--- src/rtl/tpc_pkg.sv ---
package tpc_pkg;
   function automatic int ring_size(input int lat_max, input int qdepth, input int guard);
      return lat_max + qdepth + guard;
   endfunction

   function automatic bit is_pow2(input int v);
      return (v > 0) && ((v & (v - 1)) == 0);
   endfunction
endpackage

--- src/rtl/tpc_wr_ring.sv ---
module tpc_wr_ring #(
   parameter int RING = 180,
   parameter int COLW = 8
) (
   input  logic            clk,
   input  logic            rst_n,
   output logic [COLW-1:0] col_o
);
   localparam logic [COLW-1:0] LAST = COLW'(RING - 1);

   logic [COLW-1:0] col_q;

   generate
      if (tpc_pkg::is_pow2(RING) && (RING == (1 << COLW))) begin : g_natural
         always_ff @(posedge clk or negedge rst_n) begin
            if (!rst_n) col_q <= '0;
            else        col_q <= col_q + 1'b1;
         end
      end else begin : g_compare
         always_ff @(posedge clk or negedge rst_n) begin
            if (!rst_n)             col_q <= '0;
            else if (col_q == LAST) col_q <= '0;
            else                    col_q <= col_q + 1'b1;
         end
      end
   endgenerate

   assign col_o = col_q;

   p_wr_range_r2: assert property (@(posedge clk) disable iff (!rst_n)
      col_q <= LAST);
   p_wr_wrap_r2: assert property (@(posedge clk) disable iff (!rst_n)
      (col_q == LAST) |=> (col_q == '0));
endmodule

--- src/rtl/tpc_col_calc.sv ---
module tpc_col_calc #(
   parameter int RING    = 180,
   parameter int COLW    = 8,
   parameter int LAT_MAX = 160,
   parameter int LATW    = 8
) (
   input  logic            clk,
   input  logic            rst_n,
   input  logic [LATW-1:0] lat_cfg_i,
   input  logic            q_empty_i,
   input  logic [COLW-1:0] wr_col_i,
   output logic [COLW-1:0] trig_col_o
);
   localparam logic [LATW-1:0]  LAT_CAP  = LATW'(LAT_MAX);
   localparam logic [COLW:0]    RING_EXT = (COLW+1)'(RING);

   logic [LATW-1:0] lat_q;
   logic [LATW-1:0] lat_clamped;
   logic [COLW:0]   wr_ext, lat_ext, diff;

   assign lat_clamped = (lat_cfg_i > LAT_CAP) ? LAT_CAP : lat_cfg_i;

   always_ff @(posedge clk or negedge rst_n) begin
      if (!rst_n)         lat_q <= '0;
      else if (q_empty_i) lat_q <= lat_clamped;
   end

   always_comb begin
      wr_ext  = {1'b0, wr_col_i};
      lat_ext = (COLW+1)'(lat_q);
      if (wr_ext >= lat_ext) diff = wr_ext - lat_ext;
      else                   diff = wr_ext + RING_EXT - lat_ext;
   end

   assign trig_col_o = diff[COLW-1:0];

   p_lat_hold_r7: assert property (@(posedge clk) disable iff (!rst_n)
      !q_empty_i |=> $stable(lat_q));
   p_lat_cap_r8: assert property (@(posedge clk) disable iff (!rst_n)
      lat_q <= LAT_CAP);
   p_col_range_r3: assert property (@(posedge clk) disable iff (!rst_n)
      trig_col_o < COLW'(RING));
endmodule

--- src/rtl/tpc_derand.sv ---
module tpc_derand #(
   parameter int DEPTH = 16,
   parameter int W     = 8
) (
   input  logic         clk,
   input  logic         rst_n,
   input  logic         push_i,
   input  logic [W-1:0] data_i,
   input  logic         pop_i,
   output logic         full_o,
   output logic         empty_o,
   output logic [W-1:0] head_o,
   output logic         drop_o
);
   localparam int AW = (DEPTH > 1) ? $clog2(DEPTH) : 1;
   localparam logic [AW-1:0] LASTP = AW'(DEPTH - 1);
   localparam logic [AW:0]   FULLC = (AW+1)'(DEPTH);

   logic [W-1:0]  mem [DEPTH];
   logic [AW-1:0] wp, rp, wp_nx, rp_nx;
   logic [AW:0]   cnt;
   logic          do_push, do_pop;

   assign full_o  = (cnt == FULLC);
   assign empty_o = (cnt == '0);
   assign do_push = push_i && !full_o;
   assign do_pop  = pop_i && !empty_o;
   assign drop_o  = push_i && full_o;
   assign head_o  = mem[rp];

   generate
      if (tpc_pkg::is_pow2(DEPTH)) begin : g_wrap_free
         assign wp_nx = wp + 1'b1;
         assign rp_nx = rp + 1'b1;
      end else begin : g_wrap_cmp
         assign wp_nx = (wp == LASTP) ? '0 : wp + 1'b1;
         assign rp_nx = (rp == LASTP) ? '0 : rp + 1'b1;
      end
   endgenerate

   always_ff @(posedge clk) begin
      if (do_push) mem[wp] <= data_i;
   end

   always_ff @(posedge clk or negedge rst_n) begin
      if (!rst_n) begin
         wp  <= '0;
         rp  <= '0;
         cnt <= '0;
      end else begin
         if (do_push) wp <= wp_nx;
         if (do_pop)  rp <= rp_nx;
         case ({do_push, do_pop})
            2'b10:   cnt <= cnt + 1'b1;
            2'b01:   cnt <= cnt - 1'b1;
            default: cnt <= cnt;
         endcase
      end
   end

   p_count_bound_r6: assert property (@(posedge clk) disable iff (!rst_n)
      cnt <= FULLC);
   p_valid_after_push_r4: assert property (@(posedge clk) disable iff (!rst_n)
      (push_i && !full_o) |=> !empty_o);
   p_drop_keeps_full_r6: assert property (@(posedge clk) disable iff (!rst_n)
      (push_i && full_o && !pop_i) |=> full_o);
   p_empty_pop_r4: assert property (@(posedge clk) disable iff (!rst_n)
      (empty_o && !push_i) |=> empty_o);
endmodule

--- src/rtl/trig_pipe_ctrl.sv ---
module trig_pipe_ctrl #(
   parameter int LAT_MAX = 160,
   parameter int QDEPTH  = 16,
   parameter int GUARD   = 4,
   parameter int RING    = tpc_pkg::ring_size(LAT_MAX, QDEPTH, GUARD),
   parameter int COLW    = $clog2(RING),
   parameter int LATW    = $clog2(LAT_MAX + 1)
) (
   input  logic            clk,
   input  logic            rst_n,
   input  logic            trig_i,
   input  logic [LATW-1:0] lat_cfg_i,
   input  logic            rd_done_i,
   output logic [COLW-1:0] wr_col_o,
   output logic [COLW-1:0] rd_col_o,
   output logic            rd_valid_o,
   output logic            ovf_o
);
   generate
      if (RING <= LAT_MAX + QDEPTH) begin : g_bad_ring
         $error("ring must exceed maximum latency plus queue depth");
      end
      if (QDEPTH < 2) begin : g_bad_depth
         $error("queue depth must be at least 2");
      end
      if ((1 << COLW) < RING) begin : g_bad_colw
         $error("column width too small for ring");
      end
   endgenerate

   logic [COLW-1:0] wr_col, trig_col;
   logic            q_full, q_empty, q_drop;
   logic            ovf_q;

   tpc_wr_ring #(.RING(RING), .COLW(COLW)) u_ring (
      .clk   (clk),
      .rst_n (rst_n),
      .col_o (wr_col)
   );

   tpc_col_calc #(.RING(RING), .COLW(COLW), .LAT_MAX(LAT_MAX), .LATW(LATW)) u_calc (
      .clk        (clk),
      .rst_n      (rst_n),
      .lat_cfg_i  (lat_cfg_i),
      .q_empty_i  (q_empty),
      .wr_col_i   (wr_col),
      .trig_col_o (trig_col)
   );

   tpc_derand #(.DEPTH(QDEPTH), .W(COLW)) u_queue (
      .clk     (clk),
      .rst_n   (rst_n),
      .push_i  (trig_i),
      .data_i  (trig_col),
      .pop_i   (rd_done_i),
      .full_o  (q_full),
      .empty_o (q_empty),
      .head_o  (rd_col_o),
      .drop_o  (q_drop)
   );

   always_ff @(posedge clk or negedge rst_n) begin
      if (!rst_n)      ovf_q <= 1'b0;
      else if (q_drop) ovf_q <= 1'b1;
   end

   assign wr_col_o   = wr_col;
   assign rd_valid_o = !q_empty;
   assign ovf_o      = ovf_q;

   p_ovf_sticky_r6: assert property (@(posedge clk) disable iff (!rst_n)
      ovf_o |=> ovf_o);
   p_ovf_on_full_r6: assert property (@(posedge clk) disable iff (!rst_n)
      (trig_i && q_full) |=> ovf_o);
endmodule

--- config.mk ---
export PLATFORM = sky130hd
export DESIGN_NAME = trig_pipe_ctrl
export DESIGN_NICKNAME = d
export VERILOG_FILES = /design/src/rtl/tpc_pkg.sv /design/src/rtl/tpc_wr_ring.sv /design/src/rtl/tpc_col_calc.sv /design/src/rtl/tpc_derand.sv /design/src/rtl/trig_pipe_ctrl.sv
export SDC_FILE = /design/constraint.sdc
export NUM_CORES = 1
export LEC_CHECK = 0
export ABC_AREA = 1
export BUFFER_PORTS_ARGS = -buffer_cell sky130_fd_sc_hd__buf_2
export CORE_AREA = 2 2 123 155
export DETAILED_ROUTE_END_ITERATION = 8
export DIE_AREA = 0 0 125 157
export HOLD_SLACK_MARGIN = 0.08
export PLACE_DENSITY = 0.63
export SLEW_MARGIN = 10
export SYNTH_ARGS = -nofsm -noshare
export SYNTH_HDL_FRONTEND = slang
export SYNTH_HIERARCHICAL = 1
export SYNTH_SLANG_ARGS = --single-unit
--- constraint.sdc ---
create_clock -name clk -period 6.3 [get_ports clk]
set_input_delay 0.315 -clock clk [delete_from_list [all_inputs] [get_ports clk]]
set_output_delay 0.315 -clock clk [all_outputs]
set_load 0.03 [all_outputs]
**Word level (Yosys, flattened, before mapping)**

Memories as Yosys holds them, arrays and structs flattened.
Cells that the tools add are included.

- Add/sub/neg operators: 8
- Multipliers: 0
- Divide/modulo/power cells: 0
- Order comparisons: 2
- Eq/ne operators: 4
- Shifts and indexed selects: 0
- Muxes and demuxes: 6
- Bitwise logic cells: 0
- Reduce and logical (&&, ||, !) cells: 7

Operators by type and width:

| kind | number |
|---|---|
| $mux 8 | 3 |
| $sub 8x8->8 | 2 |
| $pmux 5 s2 | 1 |
| $add 4x1->4 const B | 2 |
| $add 8x1->8 const B | 1 |
| $add 8x8->8 const B | 1 |
| $eq 8x8->1 const B | 1 |
| $ge 8x8->1 | 1 |
| $gt 8x8->1 const B | 1 |
| $add 5x1->5 const B | 1 |
| $eq 5x5->1 const B | 1 |
| $logic_not 5->1 | 1 |
| $sub 5x1->5 const B | 1 |
| $logic_and 1x1->1 | 3 |
| $eq 2x1->1 const B | 1 |
| $eq 2x2->1 const B | 1 |
| $logic_not 1->1 | 2 |
| $mux 1 | 2 |
| $reduce_bool 2->1 | 1 |

- Flip-flop bits (word level): 30
- Bits in latches: 0
- RAM bits: 128
- Memory bits (read-only): 0
- Input port bits: 12
- Output and inout port bits: 18
- Logic and storage cells: 34
- Memories kept: 1

Memories:

| memory | depth | bits a word | rd ports | clocked after Yosys merged registers in | write ports | RTL line | source |
|---|---|---|---|---|---|---|---|
| u_queue.mem | 16 | 8 | 1 | 0 | 1 | tpc_derand.sv:19 | `logic [W-1:0] mem [DEPTH];` |

**Longest topological paths before layout**

- Word-level depth: 5
- Gate-level depth with buffers: 15
- Mapped depth without buffers: 15

**Cells and area by module**

Netlist, hierarchy kept.

By module, submodules not included:

| module | instances | cells an instance | area each (um^2) |
|---|---|---|---|
| tpc_derand | 1 | 623 | 6,238.5 |
| tpc_col_calc | 1 | 211 | 1,358.8 |
| tpc_wr_ring | 1 | 52 | 399.1 |
| trig_pipe_ctrl | 1 | 5 | 40.0 |

**Worst setup path before layout**

OpenSTA, ideal clock, no wires.

- Kind: reg2reg
- From: reg u_ring.col_q[2], in the netlist u_ring/col_o[2]
- To: mem u_queue.mem[0][7], data pin
- Library setup time: 320 ps
- Arrival time: 2,146 ps
- Data required time: 5,980 ps
- Slack: 3,834 ps
- Stages on the path, launching flop included: 11
- Buffers on the path: 0
- Cell sequence: dfrtp_1 inv_1 ha_1 inv_1 fa_1 nand3_1 nand2_1 nand3_1 nand2_1 nand2_1 nand2_1

- Word-level cells in the longest chain between the ends: 3
- Elaborated cells between the ends (all ways): 5

RTL lines:

| item | RTL line | source |
|---|---|---|
| start, declared | tpc_wr_ring.sv:11 | `logic [COLW-1:0] col_q;` |
| start signal, assigned | tpc_wr_ring.sv:23 | `else col_q <= col_q + 1'b1;` |
| $add 8x8->8 | tpc_col_calc.sv:32 | `else diff = wr_ext + RING_EXT - lat_ext;` |
| $sub 8x8->8 | tpc_col_calc.sv:32 |  |
| $mux 8 * | tpc_col_calc.sv:31 | `if (wr_ext >= lat_ext) diff = wr_ext - lat_ext;` |
| named net trig_col[7] | trig_pipe_ctrl.sv:31 | `logic [COLW-1:0] wr_col, trig_col;` |
| end, declared | tpc_derand.sv:19 |  |

Mark *: on every way through the listed nets, which the timed path passes. The rest lies on a longest branch.

**Final worst setup path**

- From: reg u_queue.rp[0]
- To: out rd_col_o[1]

- Word-level cells in the longest chain between the ends: 1

RTL lines:

| item | RTL line | source |
|---|---|---|
| start, declared | tpc_derand.sv:20 | `logic [AW-1:0] wp, rp, wp_nx, rp_nx;` |
| start signal, assigned | tpc_derand.sv:52 | `if (do_pop) rp <= rp_nx;` |
| $mem_v2 16x8 | n/a |  |
| end, declared | trig_pipe_ctrl.sv:15 | `output logic [COLW-1:0] rd_col_o,` |

Every way passes these cells.

==> results.json <==
{
  "required_ns": 5.98,
  "rows": 55,
  "drt_iter0_markers": 489,
  "area.growth.synth_to_final_pct": 11.2,
  "tightest_slew_ns": 1.07,
  "path_cells": "inv_2 > nand2_1 > nand3_1 > nand2_1 > nor2_1 > nand2_1 > nand2_1 > buf_2",
  "arrival_ns": 2.53,
  "drt-total-wl_um": 17700,
  "antenna_cells": 0,
  "status": "finished clean",
  "grt_setup_unrepaired": "no",
  "ant_nets": 0,
  "gr-total-overflow": 0,
  "worstHoldPathType": "primary input to register",
  "synth_warnings": 6,
  "drive_gt1_frac": 0.0954,
  "die-area_um2": 19600,
  "finish.utilization": 0.495,
  "gp_congestion": 0.879,
  "whs_ns": 0.148,
  "final-hold-violation-count": 0,
  "synthCells": 890,
  "clk_pin_slew_worst_paths_ns": 0.07,
  "synth_nets": 936,
  "critPathMostFrequentCell": "nand2_1",
  "hold_start": "lat_cfg_i[6]",
  "finalSetupViolCount": 0,
  "slew_headroom": 0.281,
  "min_period_over_period": 0.452,
  "wire_per_inst_um": 15.3,
  "totalNegativeSetupSlack_ns": 0,
  "cts.sinks": 158,
  "hold_path_depth": 3,
  "viasPerCell": 4.85,
  "first_global_vias": 5403,
  "reg2reg_from": "u_ring/col_o[0]",
  "crit_fanout": 50,
  "coreArea_um2": 18000,
  "slew_violations": 0,
  "cts_buffers": 17,
  "crit_type": "register to output pin",
  "crit_slowest_cell": "inv_2",
  "maxCapViolations": 0,
  "route.detailed.drc": 0,
  "syn_area_per_cell_um2": 9.03,
  "vias": 5631,
  "grt_first_pass_wirelength_um": 28100,
  "die_y_um": 157,
  "port_buffers": 29,
  "critPathMaxStageDelay_ns": 0.71,
  "antenna_found_initial": 0,
  "tritoncts": "built",
  "rr_worst_depth": 11,
  "start_util": 0.446,
  "final_cells": 1161,
  "post-route-min-period_ns": 2.85,
  "setup.worst_path.start_class": "register",
  "endpoint_kind": "output pin",
  "clockBufferDepth": 2,
  "vdd_drop_max_uv": 253,
  "crit_path_start": "u_queue/rp[0]",
  "synth_area_um2": 8030,
  "finalNetCount": 966,
  "fin_skew_ns": 0.00982,
  "dp_cells": 1128,
  "hpwl_um": 11500,
  "power_density_nw_per_um2": 507,
  "dieWidth_um": 125,
  "grtUsageTotal": 0.187,
  "io_pins": 30,
  "root_buffer": "clkbuf_16",
  "clk_latency_ns": 0.43,
  "htreeDepth": 4,
  "firstDrtPassIters": 6,
  "grt_max_degree": 81,
  "p_leak_nw": 4.18,
  "max_freq_mhz": 351
}
## area by class of cell
cell class,count,area (um^2)
clock buffers,17,425
clock inverters,15,128
fillers,1712,9100
inverters,133,502
multi-input cells,578,2830
flip-flops and latches,158,4600
well taps,228,285
repair buffers,32,170
## registers in the layout, summed over array words and instances, names as in the netlist
signal and flops:
u_calc/lat_q 8, u_queue/rp 4, u_ring/col_o 8, u_queue/mem 128
u_queue/cnt 5, ovf_o 1, u_queue/wp 4
## power by group
part	internal (W)	switching [W]	total [W]	leakage (nW)
Sequential	0.00159	0.0000915	0.00168	1.53
Clock	0.000515	0.000442	0.000957	0.261
Combinational	0.000510	0.00139	0.00190	2.39
## through the flow
step | power (W) | setup slack [ns] | cell area, um^2
2_1_floorplan | 0.00305 | 3.83 | 8030
3_5_place_dp | 0.00360 | 3.64 | 8370
4_1_cts | 0.00456 | 3.45 | 8930
5_1_grt | 0.00485 | 3.26 | 8930
6_report | 0.00453 | 3.45 | 8930
3_3_place_gp | 0.00358 | 3.71 | 8370
## layout by cell type, fill, tap and decap left out, types with 4 or more instances in the layout
cell type and instances:
a21oi_1 5, buf_2 29, clkbuf_16 17, clkinvlp_4 4, dfrtp_1 29, edfxtp_1 128
fa_1 6, ha_1 28, inv_1 125, inv_2 7, inv_6 5, nand2_1 334
nand2_2 4, nand3_1 69, nand4_1 6, nor2_1 85, o21ai_0 7, xnor2_1 6
xor2_1 9
## path summary, 6_finish.rpt
| path | slack [ns] | endpoint |
|---|---|---|
| max | 3.45 | rd_col_o[1] |
| min | 0.15 | u_calc/lat_q[6] |
| max reg2reg | 3.63 | u_queue/mem[8][2] |
| min reg2reg | 0.45 | ovf_o |
| max in group asynchronous | 5.36 | u_queue/rp[0] |
| min in group asynchronous | 0.45 | u_calc/lat_q[6] |
## per-layer routing
| layer | vias to the layer above | global-route usage | share of wire |
|---|---|---|---|
| met5 | - | 0 | 0 |
| met4 | 0 | 0.0741 | 0.026 |
| met3 | 24 | 0.0377 | 0.044 |
| met2 | 138 | 0.327 | 0.50 |
| met1 | 2610 | 0.229 | 0.43 |
| li1 | 2859 | - | - |
## worst max-delay path, delay by kind of cell (launching register included)
| kind | cells | cell delay, ns |
|---|---|---|
| buffers and inverters | 2 | 0.90 |
| flip-flops | 1 | 0.43 |
| AND/OR/NAND/NOR | 6 | 0.75 |
## timing repair
item / in CTS / in global routing
buffers inserted: 0 / 0
hold buffers: 1 / 0
endpoints found under the setup margin: 0 / 0
resized for setup: 0 / 0
endpoints found under the hold margin: 30 / 0
Power figures use the tool's default switching activity.
